==> config.mk <==
export PLATFORM = sky130hd
export DESIGN_NAME = lock_loss_monitor
export DESIGN_NICKNAME = d
export VERILOG_FILES = /design/src/rtl/lock_mon_pkg.sv /design/src/rtl/llm_win_timer.sv /design/src/rtl/llm_err_accum.sv /design/src/rtl/llm_flag_reg.sv /design/src/rtl/lock_loss_monitor.sv
export SDC_FILE = /design/constraint.sdc
export NUM_CORES = 1
export LEC_CHECK = 0
export BUFFER_PORTS_ARGS = -buffer_cell sky130_fd_sc_hd__buf_2
export CORE_UTILIZATION = 50
export DETAILED_ROUTE_END_ITERATION = 12
export PLACE_DENSITY_LB_ADDON = 0.08
export SYNTH_ARGS = -nofsm -noshare
export SYNTH_HDL_FRONTEND = slang
export SYNTH_SLANG_ARGS = --single-unit
==> constraint.sdc <==
create_clock -name clk -period 2.7 [get_ports clk]
set_clock_uncertainty 0.1 [all_clocks]
set_input_delay 0.27 -clock clk [delete_from_list [all_inputs] [get_ports clk]]
set_output_delay 0.27 -clock clk [all_outputs]
set_load 0.005 [all_outputs]
==> src/rtl/lock_mon_pkg.sv <==
package lock_mon_pkg;

  // Add with a ceiling so the window total never wraps.
  function automatic int unsigned sat_add(input int unsigned a,
                                          input int unsigned b,
                                          input int unsigned cap);
    int unsigned s;
    s = a + b;
    return (s > cap) ? cap : s;
  endfunction

  // Loss-of-lock test: a zero limit disables detection.
  function automatic logic limit_met(input int unsigned total,
                                     input int unsigned limit);
    return (limit != 0) && (total >= limit);
  endfunction

endpackage

==> src/rtl/llm_win_timer.sv <==
module llm_win_timer #(
  parameter int WIN_LEN = 64
) (
  input  logic clk,
  input  logic rst_n,
  input  logic en,
  output logic win_last
);
  localparam int POS_W = $clog2(WIN_LEN);

  logic [POS_W-1:0] pos_q;

  assign win_last = (pos_q == POS_W'(WIN_LEN - 1));

  always_ff @(posedge clk or negedge rst_n) begin
    if (!rst_n)                 pos_q <= '0;
    else if (!en || win_last)   pos_q <= '0;
    else                        pos_q <= pos_q + 1'b1;
  end

  // position advances one per enabled cycle inside a window
  p_pos_step_r5: assert property (@(posedge clk) disable iff (!rst_n)
    en && !win_last |=> pos_q == $past(pos_q) + 1'b1);

  // window restarts after its last cycle
  p_pos_wrap_r5: assert property (@(posedge clk) disable iff (!rst_n)
    en && win_last |=> pos_q == '0);

  // disabled monitor starts the next window from the first cycle
  p_pos_rest_r1: assert property (@(posedge clk) disable iff (!rst_n)
    !en |=> pos_q == '0);
endmodule

==> src/rtl/llm_err_accum.sv <==
module llm_err_accum #(
  parameter int ERR_W = 2,
  parameter int ACC_W = 6
) (
  input  logic             clk,
  input  logic             rst_n,
  input  logic             en,
  input  logic             win_last,
  input  logic [ERR_W-1:0] err_cnt,
  output logic [ACC_W-1:0] sum_now
);
  localparam int unsigned CAP = (1 << ACC_W) - 1;

  logic [ACC_W-1:0] acc_q;

  assign sum_now = ACC_W'(lock_mon_pkg::sat_add(32'(acc_q), 32'(err_cnt), CAP));

  always_ff @(posedge clk or negedge rst_n) begin
    if (!rst_n)                 acc_q <= '0;
    else if (!en || win_last)   acc_q <= '0;
    else                        acc_q <= sum_now;
  end

  // inside a window the total never falls (no wrap)
  p_no_wrap_r7: assert property (@(posedge clk) disable iff (!rst_n)
    en && !win_last |=> acc_q >= $past(acc_q));

  // total is zero at the start of each window
  p_acc_clear_r5: assert property (@(posedge clk) disable iff (!rst_n)
    win_last || !en |=> acc_q == '0);

  // combined total never below the running total
  p_sum_ge_acc_r2: assert property (@(posedge clk) disable iff (!rst_n)
    sum_now >= acc_q);
endmodule

==> src/rtl/llm_flag_reg.sv <==
module llm_flag_reg #(
  parameter int ACC_W = 6
) (
  input  logic             clk,
  input  logic             rst_n,
  input  logic             en,
  input  logic             win_last,
  input  logic [ACC_W-1:0] sum_now,
  input  logic [ACC_W-1:0] limit,
  output logic             flag
);
  logic hit;

  assign hit = lock_mon_pkg::limit_met(32'(sum_now), 32'(limit));

  always_ff @(posedge clk or negedge rst_n) begin
    if (!rst_n)                 flag <= 1'b0;
    else if (!en || win_last)   flag <= 1'b0;
    else if (hit)               flag <= 1'b1;
  end

  // flag is low after every window boundary
  p_win_clear_r5: assert property (@(posedge clk) disable iff (!rst_n)
    win_last |=> !flag);

  // flag holds for the rest of the window
  p_hold_r4: assert property (@(posedge clk) disable iff (!rst_n)
    en && flag && !win_last |=> flag);

  // a rise always follows a nonzero limit
  p_zero_limit_r6: assert property (@(posedge clk) disable iff (!rst_n)
    $rose(flag) |-> $past(limit) != '0);

  // disabled monitor keeps the flag low
  p_rest_low_r1: assert property (@(posedge clk) disable iff (!rst_n)
    !en |=> !flag);

  // a rise always follows a total at or above the limit
  p_rise_cause_r3: assert property (@(posedge clk) disable iff (!rst_n)
    $rose(flag) |-> $past(sum_now) >= $past(limit));
endmodule

==> src/rtl/lock_loss_monitor.sv <==
module lock_loss_monitor #(
  parameter int WIN_LEN = 64,
  parameter int ERR_W   = 2,
  parameter int ACC_W   = 6
) (
  input  logic             clk,
  input  logic             rst_n,
  input  logic             mon_en,
  input  logic [ERR_W-1:0] slip_cnt,
  input  logic [ACC_W-1:0] slip_limit,
  output logic             lock_lost
);
  logic             win_last;
  logic [ACC_W-1:0] sum_now;

  llm_win_timer #(.WIN_LEN(WIN_LEN)) u_timer (
    .clk(clk), .rst_n(rst_n), .en(mon_en), .win_last(win_last)
  );

  llm_err_accum #(.ERR_W(ERR_W), .ACC_W(ACC_W)) u_accum (
    .clk(clk), .rst_n(rst_n), .en(mon_en), .win_last(win_last),
    .err_cnt(slip_cnt), .sum_now(sum_now)
  );

  llm_flag_reg #(.ACC_W(ACC_W)) u_flag (
    .clk(clk), .rst_n(rst_n), .en(mon_en), .win_last(win_last),
    .sum_now(sum_now), .limit(slip_limit), .flag(lock_lost)
  );
endmodule

==> After elaboration in Yosys (flattened, before gate mapping) <==
Index checks and enable logic that the tools add are counted.
{ "classes": {"eq_ne": 1, "order_cmp": 2, "reduce_logical": 5, "addsub": 2, "mux": 5} }
{ "ops": {"columns": ["op", "n"], "rows": [
  ["6-bit 2-to-1 mux", 3],
  ["6-bit by 2-bit adder with 7-bit output", 1],
  ["7-bit by 6-bit > comparator with 1-bit output, second input constant", 1],
  ["6-bit by 1-bit adder with 6-bit output, second input constant", 1],
  ["6-bit == test, second input constant", 1],
  ["6-bit greater-or-equal comparator", 1],
  ["6-bit nonzero test", 1],
  ["1-bit 2-to-1 mux", 2],
  ["2-bit nonzero test", 1],
  ["1-bit logical AND", 1],
  ["1-bit zero test", 1],
  ["1-bit logical OR", 1]
]} }
{ "totals": {"out_inout_bits": 1, "ff_bits": 13, "input_bits": 11} }

==> Depth between registers and ports, before layout <==
Gate-level depths: netlist of run 1.
{ "depth": {"depth_word": 7, "mapped_depth": 10, "depth_no_buf": 10} }

==> Hierarchy <==
From an unflattened synthesis of run 1, not the netlist that was laid out.
{ "unflattened": {"cells_unflattened": 91, "hier_area_um2": 822.0} }
{ "by_module_without_submodules": {"columns": ["module", "area_each_um2", "cells_each", "n_inst"], "rows": [
  ["llm_err_accum", 360.3, 40, 1],
  ["llm_win_timer", 272.8, 28, 1],
  ["llm_flag_reg", 188.9, 23, 1]
]} }

==> Worst setup path before layout of run 1 <==
No wires, ideal clock.
{ "synth_path": {"path_type": "flip-flop to flip-flop", "start": "register u_accum.acc_q[0]", "end": "register u_flag.flag", "required_time_ps": 2456, "t_arrival_ps": 2233, "setup_slack_ps": 223, "period_less_slack_ps": 2477, "setup_time_ps": 144, "path_buffers": 0, "path_stages_with_launch": 10, "cell_sequence": "dfrtp_1 ha_1 inv_1 fa_1 nor2b_1 a21oi_1 ha_1 or3b_2 o2111ai_1 a221oi_1"} }
{ "synth_between": {"elab_chain_cells": 6} }
{ "synth_rtl": {"columns": ["element", "line", "text"], "rows": [
  ["start: declaration", "llm_err_accum.sv:14", "logic [ACC_W-1:0] acc_q;"],
  ["start signal: assignment", "llm_err_accum.sv:21", "else acc_q <= sum_now;"],
  ["6-bit by 2-bit adder with 7-bit output (*)", "lock_mon_pkg.sv:8", "s = a + b;"],
  ["7-bit by 6-bit > comparator with 1-bit output", "lock_mon_pkg.sv:9", "return (s > cap) ? cap : s;"],
  ["6-bit 2-to-1 mux (*)", "lock_mon_pkg.sv:9", null],
  ["6-bit greater-or-equal comparator (*)", "lock_mon_pkg.sv:15", "return (limit != 0) && (total >= limit);"],
  ["1-bit logical AND (*)", "lock_mon_pkg.sv:15", null],
  ["2-bit nonzero test (no line) (*)", null, null],
  ["end signal: assignment", "llm_flag_reg.sv:17", "if (!rst_n) flag <= 1'b0;"],
  ["end signal: assignment", "llm_flag_reg.sv:18", "else if (!en || win_last) flag <= 1'b0;"],
  ["end signal: assignment", "llm_flag_reg.sv:19", "else if (hit) flag <= 1'b1;"],
  ["end: declaration", "llm_flag_reg.sv:10", "output logic flag"]
]} }
Mark *: on every way between the ends. The rest lies on a longest branch, timed or not.
A chain may end at the register's enable or synchronous reset.

==> Final worst setup path of run 1 <==
Ends and elaborated chain as after synthesis.

==> results.yml, run 1 <==
place:
  number_of_buffers_added_on_ports: 11
  detailed_place_hpwl_microns: 1270
  globalplace.congestion: 0.734
  placedInstanceArea_sq_um: 911
floorplan:
  dieHeight_microns: 42.7
  floorplan.initialDensity_pct: 54.4
  die_area_sq_mm: 0.00182
  placeable_area_sq_mm: 0.00152
  row_count: 14
  die_width_microns: 42.7
  top_level_ports: 12
power:
  switching_power_uw: 129
  power.total_uw: 434
  internal-power_uw: 304
  clkPwrFrac_pct: 29.3
  vdd_ir_drop_max_mv: 0.298
  net_switching_share_of_the_total_power_pct: 29.8
  power.share.combinational_pct: 21.1
  powerDensity_mw_per_mm2: 457
  static-leakage-power_uw: 0.000482
  share_seq_of_total_power_pct: 49.6
synth:
  synthFlopType: "dfrtp_1"
  asyncSetResetFlopFracSynth_pct: 100
  synth_edf_count: 0
  syn-instance-count: 85
  mean_cell_area_of_the_mapped_netlist_sq_um: 9.74
  synth_cell_type_count: 34
  synthTopCellsByArea: "dfrtp_1 (39%), ha_1 (14%), inv_1 (5.4%), a21oi_1 (3.6%), fa_1 (2.4%)"
  synth.yosys.warnings: 0
  synthDominantCellAreaShare_pct: 39.3
  syn-cell-area_sq_um: 828
  synth.yosys.seq_area_share_pct: 39.3
  yosys_register_bits: 13
  yosys.area.top_type: "dfrtp_1"
  synthesis.nets: 106
drt:
  drt-vias-per-instance: 5.75
  route.final.wire_length_microns: 1610
  antenna_left: 0
  routed-via-count: 678
  number_of_iterations_in_the_first_detailed_routing_pass: 4
  detail_route.iter0.violations: 13
  post-route-drc-count: 0
  wl_per_cell_microns: 13.6
critical_path:
  worst_setup_path_end_kind: "flip-flop"
  crit_type: "flip-flop to flip-flop"
  worstPathArrival_ps: 2570
  worst_ep_required_time_ps: 2750
  critPathMaxFanout: 5
  cp-start-kind: "flip-flop"
clock_network:
  clock_tree_from_tritoncts: "yes"
  cts.sink_count: 13
  clkLatencyLatePin_ps: 280
  cts_root_buffer: "clkbuf_4"
  postCtsSetupBuffers: 0
  clockBufferDepth: 2
  h-tree-depth: 1
  worst_setup_hold_path_clk_slew_ps: 90
  cts_made_buffers: 3
finish:
  areaGrowthSynthToFinish_pct: 14.7
  post_route_cells_drive_above_1_share_pct: 19.6
  final_core_util_pct: 62.3
  final_area_sq_um: 950
  layout.filler_cells: 146
  antenna_cells_inserted: 0
  finalNetCount: 124
timing:
  timing.final.crit_period_ps: 2520
  grt_setup_unrepaired: "no"
  final_setup_viols: 0
  layout_worst_path_cycle_share_pct: 93.3
  worst_slew_pin_slew_ps: 474
  max_freq_mhz: 397
  final_max_slew_viol_count: 0
  final-hold-violation-count: 0
  holdWs_ps: 155
  summed_negative_setup_slack_over_all_endpoints_ps: 0
  slew_headroom_pct: 68.4
global_route:
  grt_start_max_net_pins: 14
  first_global_vias: 635
  gr-usage-all-layers_pct: 21.2
  grt_antenna_before_repair: 0
  grt_pass1_wl_microns: 2830
  globalRoute.totalOverflow: 0
flow_run:
  drv.max_cap_violation_count: 0
outcome:
  outcome: "finished clean"
min_path:
  type_of_the_most_critical_hold_path: "input pin to flip-flop"
-- worst max-delay path, cell delays in order, from the launching register on --
cell and delay, ps:
dfrtp_1 340, ha_1 170, inv_1 70, fa_1 470, nor2b_2 190, a21oi_1 110
ha_1 280, or3b_2 460, o2111ai_1 110, a221oi_1 100
-- power groups by stage --
stage	Clock, uW	Sequential (uW)	Combinational (uW)
6_report	127	215	91.7
5_1_grt	136	217	105
4_1_cts	126	215	91.6
3_5_place_dp	0	219	90.1
3_3_place_gp	0	218	86.7
2_1_floorplan	0	216	60.0
-- worst paths after layout --
kind / slack, ps / from / to / cells past startpoint
min in group asynchronous: 290 / rst_n / u_accum.acc_q[5] / 2
hold / removal: 150 / mon_en / u_timer.pos_q[2] / 2
max in group asynchronous: 1970 / rst_n / u_timer.pos_q[2] / 2
setup reg to reg: 180 / u_accum.acc_q[0] / u_flag.flag / 9
setup / recovery: 180 / u_accum.acc_q[0] / u_flag.flag / 9
hold reg to reg: 360 / u_timer.pos_q[0] / u_timer.pos_q[0] / 1
-- final cells by class --
class                   count  area [sq um]  share of cell area [%]
multi-input cells          60           460                    48.5
flip-flops and latches     13           325                    34.3
inverters                  12          45.0                    4.74
well taps                  16          20.0                    2.11
repair buffers             13          72.6                    7.64
clock buffers               4          26.3                    2.77
-- layer usage --
layer	wire length [microns]	track usage, %
met5	0	0
met2	709	30.9
met4	11	9.38
met3	46	5.11
met1	837	29.7
-- cells in the mapped netlist (2+ instances only) --
master and n:
nor2b_1 2, nand3_1 4, nor2_1 5, and2_1 2, o21ai_0 2, xor2_1 2, dfrtp_1 13, ha_1 9
nand2_1 5, a21oi_1 6, inv_1 12
-- cells in the final DEF (no fill, tap or decap), types with 2 or more instances in the layout --
cell / instances
xor2_1: 2
buf_2: 11
inv_1: 12
a21oi_1: 6
clkbuf_4: 3
dfrtp_1: 13
nand3_1: 4
and2_1: 2
nor2_1: 5
o21ai_0: 2
ha_1: 9
nand2_1: 5
-- state kept, by name, summed over array words and instances (netlist names) --
name           cells
u_accum.acc_q      6
u_timer.pos_q      6
u_flag.flag        1
-- metrics by stage --
step / cells / setup slack (ps)
2_1_floorplan: 85 / 223
3_3_place_gp: 113 / 180
3_5_place_dp: 113 / 126
4_1_cts: 118 / 120
5_1_grt: 118 / 23.0
6_report: 118 / 180
-- what timing repair did --
action	4_1_cts	5_1_grt
resized for setup	0	1
endpoints found under the setup margin	0	1
hold buffers	1	0
hold endpoints to repair	13	0
-- cell families (layout without fill, tap and decap cells) --
group | count (synthesis) | in the layout | synth area share [%]
adders and majority gates | 10 | 10 | 16.0
buffers and inverters | 12 | 29 | 5.44
AOI/OAI and AO/OA | 21 | 21 | 18.9
and+or+nand+nor | 25 | 25 | 15.9
DFF | 13 | 13 | 39.3
xor gates and xnor gates | 3 | 3 | 3.17
muxes | 1 | 1 | 1.36
Note: power is estimated with default switching activity, not from simulation.
==> run 2, diff against run 1 <==
--- a/config.mk
+++ b/config.mk
@@ -6,9 +6,11 @@
 export NUM_CORES = 1
 export LEC_CHECK = 0
 export BUFFER_PORTS_ARGS = -buffer_cell sky130_fd_sc_hd__buf_2
+export CAP_MARGIN = 20
 export CORE_UTILIZATION = 50
 export DETAILED_ROUTE_END_ITERATION = 12
 export PLACE_DENSITY_LB_ADDON = 0.08
 export SYNTH_ARGS = -nofsm -noshare
 export SYNTH_HDL_FRONTEND = slang
+export SYNTH_HIERARCHICAL = 1
 export SYNTH_SLANG_ARGS = --single-unit
==> run 2 against run 1 <==
Wire length shrank 8.8%. Sequential cell count is the same. Utilization is 0.82 points lower. Register-to-register slack worse by 20 ps. Sequential share of layout area is 0.46 points higher. Worst hold slack better by 16 ps. Sequential power increased by 2%. Synthesized area fell by 0.76%. Die area down 0.72%. Critical path type unchanged. Highest routed layer is now met3.
==> results.yml, run 2 <==
clock_network:
  clockBufferDepth: 2
  postCtsSetupBuffers: 0
  cts_root_buffer: "clkbuf_4"
  worst_setup_hold_path_clk_slew_ps: 80
  clkLatencyLatePin_ps: 270
  h-tree-depth: 1
  cts_made_buffers: 3
  cts.sink_count: 13
  clock_tree_from_tritoncts: "yes"
drt:
  detail_route.iter0.violations: 13
  post-route-drc-count: 0
  wl_per_cell_microns: 12.0
  drt-vias-per-instance: 5.47
  routed-via-count: 667
  number_of_iterations_in_the_first_detailed_routing_pass: 4
  antenna_left: 0
  route.final.wire_length_microns: 1460
finish:
  post_route_cells_drive_above_1_share_pct: 17.9
  final_core_util_pct: 61.5
  reg.largest.list: "u_accum/acc_q x6, u_timer/pos_q x6, u_flag/flag x1"
  final_area_sq_um: 937
  mostFrequentLayoutCell: "dfrtp_1"
  finalNetCount: 128
  mostFrequentLayoutCells: "dfrtp_1 (13), inv_1 (12), buf_2 (11)"
  antenna_cells_inserted: 0
  areaGrowthSynthToFinish_pct: 14.0
critical_path:
  crit_path_cell_trace: "ha_1, fa_1, and2_1, a21oi_2, inv_1, inv_1, ha_1, nand2b_1, a21oi_1, o221ai_1, nor4bb_1"
  worst_ep_required_time_ps: 2750
  max_incr_delay_on_cp_ps: 400
  cp-start-kind: "flip-flop"
  worstReg2RegStart: "u_accum/acc_q[0]"
  timing.critical_path.slowest_stage_cell: "fa_1"
  crit_path_start: "u_accum/acc_q[0]"
  r2r_end: "u_flag/flag"
  reg2reg_slack_ps: 160
  crit_buf_inv: 2
  worstPathArrival_ps: 2590
  worst_setup_path_end_kind: "flip-flop"
  crit_type: "flip-flop to flip-flop"
  critPathMaxFanout: 7
  cell_class_contributing_the_biggest_share_of_worst_path_delay: "adder cells"
  worstRegToRegCells: 11
power:
  powerDensity_mw_per_mm2: 454
  vdd_ir_drop_max_mv: 0.313
  power.share.combinational_pct: 21.2
  net_switching_share_of_the_total_power_pct: 28.8
  internal-power_uw: 303
  clkPwrFrac_pct: 27.4
  power.total_uw: 425
  switching_power_uw: 122
  static-leakage-power_uw: 0.000468
  share_seq_of_total_power_pct: 51.4
synth:
  synthDominantCellAreaShare_pct: 39.6
  synthTopCellsByArea: "dfrtp_1 (40%), ha_1 (14%), inv_1 (5.5%), a21oi_1 (4.9%), nor2_1 (4.1%)"
  synth.yosys.seq_area_share_pct: 39.6
  synthFlopType: "dfrtp_1"
  asyncSetResetFlopFracSynth_pct: 100
  yosys.cell_count.top_type: "dfrtp_1"
  syn-instance-count: 91
  synth_cell_type_count: 27
  synthesis.nets: 112
  syn-cell-area_sq_um: 822
  yosys.area.top_type: "dfrtp_1"
  mean_cell_area_of_the_mapped_netlist_sq_um: 9.03
  yosys_register_bits: 13
  synth_edf_count: 0
  ys_top_cells_by_count: "dfrtp_1 (13), inv_1 (12), ha_1 (9), nor2_1 (9), a21oi_1 (8)"
  synth.yosys.warnings: 6
global_route:
  grt_antenna_before_repair: 0
  first_global_vias: 660
  gr-max-usage-layer: "met2"
  grt_pass1_wl_microns: 2590
  gr-usage-all-layers_pct: 19.4
  global_route.usage.met3_pct: 2.59
  globalRoute.totalOverflow: 0
  grt_start_max_net_pins: 14
  gr-usage-met1_pct: 25.5
  met2_usage_pct: 31.4
timing:
  holdWs_ps: 171
  final_max_slew_viol_count: 0
  worst_slew_pin_slew_ps: 353
  final_setup_viols: 0
  slew_headroom_pct: 76.2
  timing.final.crit_period_ps: 2540
  layout_worst_path_cycle_share_pct: 94.2
  final-hold-violation-count: 0
  max_freq_mhz: 393
place:
  placedInstanceArea_sq_um: 892
  number_of_buffers_added_on_ports: 11
  globalplace.congestion: 0.838
  detailed_place_hpwl_microns: 1160
min_path:
  hold_end: "u_flag/flag"
  worstHoldPathCells: 2
  hp-start: "mon_en"
  type_of_the_most_critical_hold_path: "input pin to flip-flop"
outcome:
  outcome: "finished clean"
floorplan:
  placeable_area_sq_mm: 0.00152
  row_count: 14
  top_level_ports: 12
  die_width_microns: 42.5
  dieHeight_microns: 42.5
  die_area_sq_mm: 0.00181
  floorplan.initialDensity_pct: 53.9
flow_run:
  drv.max_cap_violation_count: 0
-- run 2: cell count changes in the layout (fill, tap and decap cells not counted), sizes merged, moves of 2 or more --
cell | previous run | this run
a31oi | 1 | 3
a21oi | 6 | 8
nor2 | 5 | 9
nand3 | 4 | 7
-- run 2: cell type report --
cell class              instances  area [sq um]
inverters                      12          45.0
repair buffers                 12          65.1
multi-input cells              65           454
clock inverters                 1          5.00
flip-flops and latches         13           325
fillers                       129           587
well taps                      16          20.0
clock buffers                   3          22.5
-- run 2: worst max path at each step --
stage                        to  depth (start not counted)
global route        u_flag/flag                          9
detailed placement  u_flag/flag                         10
global placement    u_flag/flag                         12
finish              u_flag/flag                         11
CTS                 u_flag/flag                         11
floorplan           u_flag/flag                         12
-- run 2: cells by family after synthesis --
logic type / synth area share (%)
buf+inv: 6.09
compound gates: 12.3
flops: 39.6
simple gates: 22.7
fa+ha+maj: 16.1
xor+xnor: 3.20
-- run 2: stage by stage --
stage	cells	worst slack, ps	TNS, ps
detailed placement	117	105	0
CTS	122	142	0
floorplan	91	282	0
global route	122	-3.24	-3.24
global placement	117	160	0
finish	122	155	0
-- run 2: timing repair --
item,CTS,global route
endpoints found under the hold margin,13,0
gates resized for setup,0,2
setup endpoints to repair,0,1
hold buffers,1,0
-- run 2: power groups by stage --
stage | Clock [uW] | Sequential [uW] | Combinational, uW
after floorplan | 0 | 221 | 59.2
after global placement | 0 | 223 | 86.5
after detailed placement | 0 | 222 | 87.2
after CTS | 125 | 219 | 89.1
after global routing | 133 | 221 | 106
final | 117 | 219 | 90.0
-- run 2: metal layers --
metal	wire length (microns)	part of all wire, %
met5	0	0
met4	0	0
met3	55	3.8
met2	666	45
met1	742	51
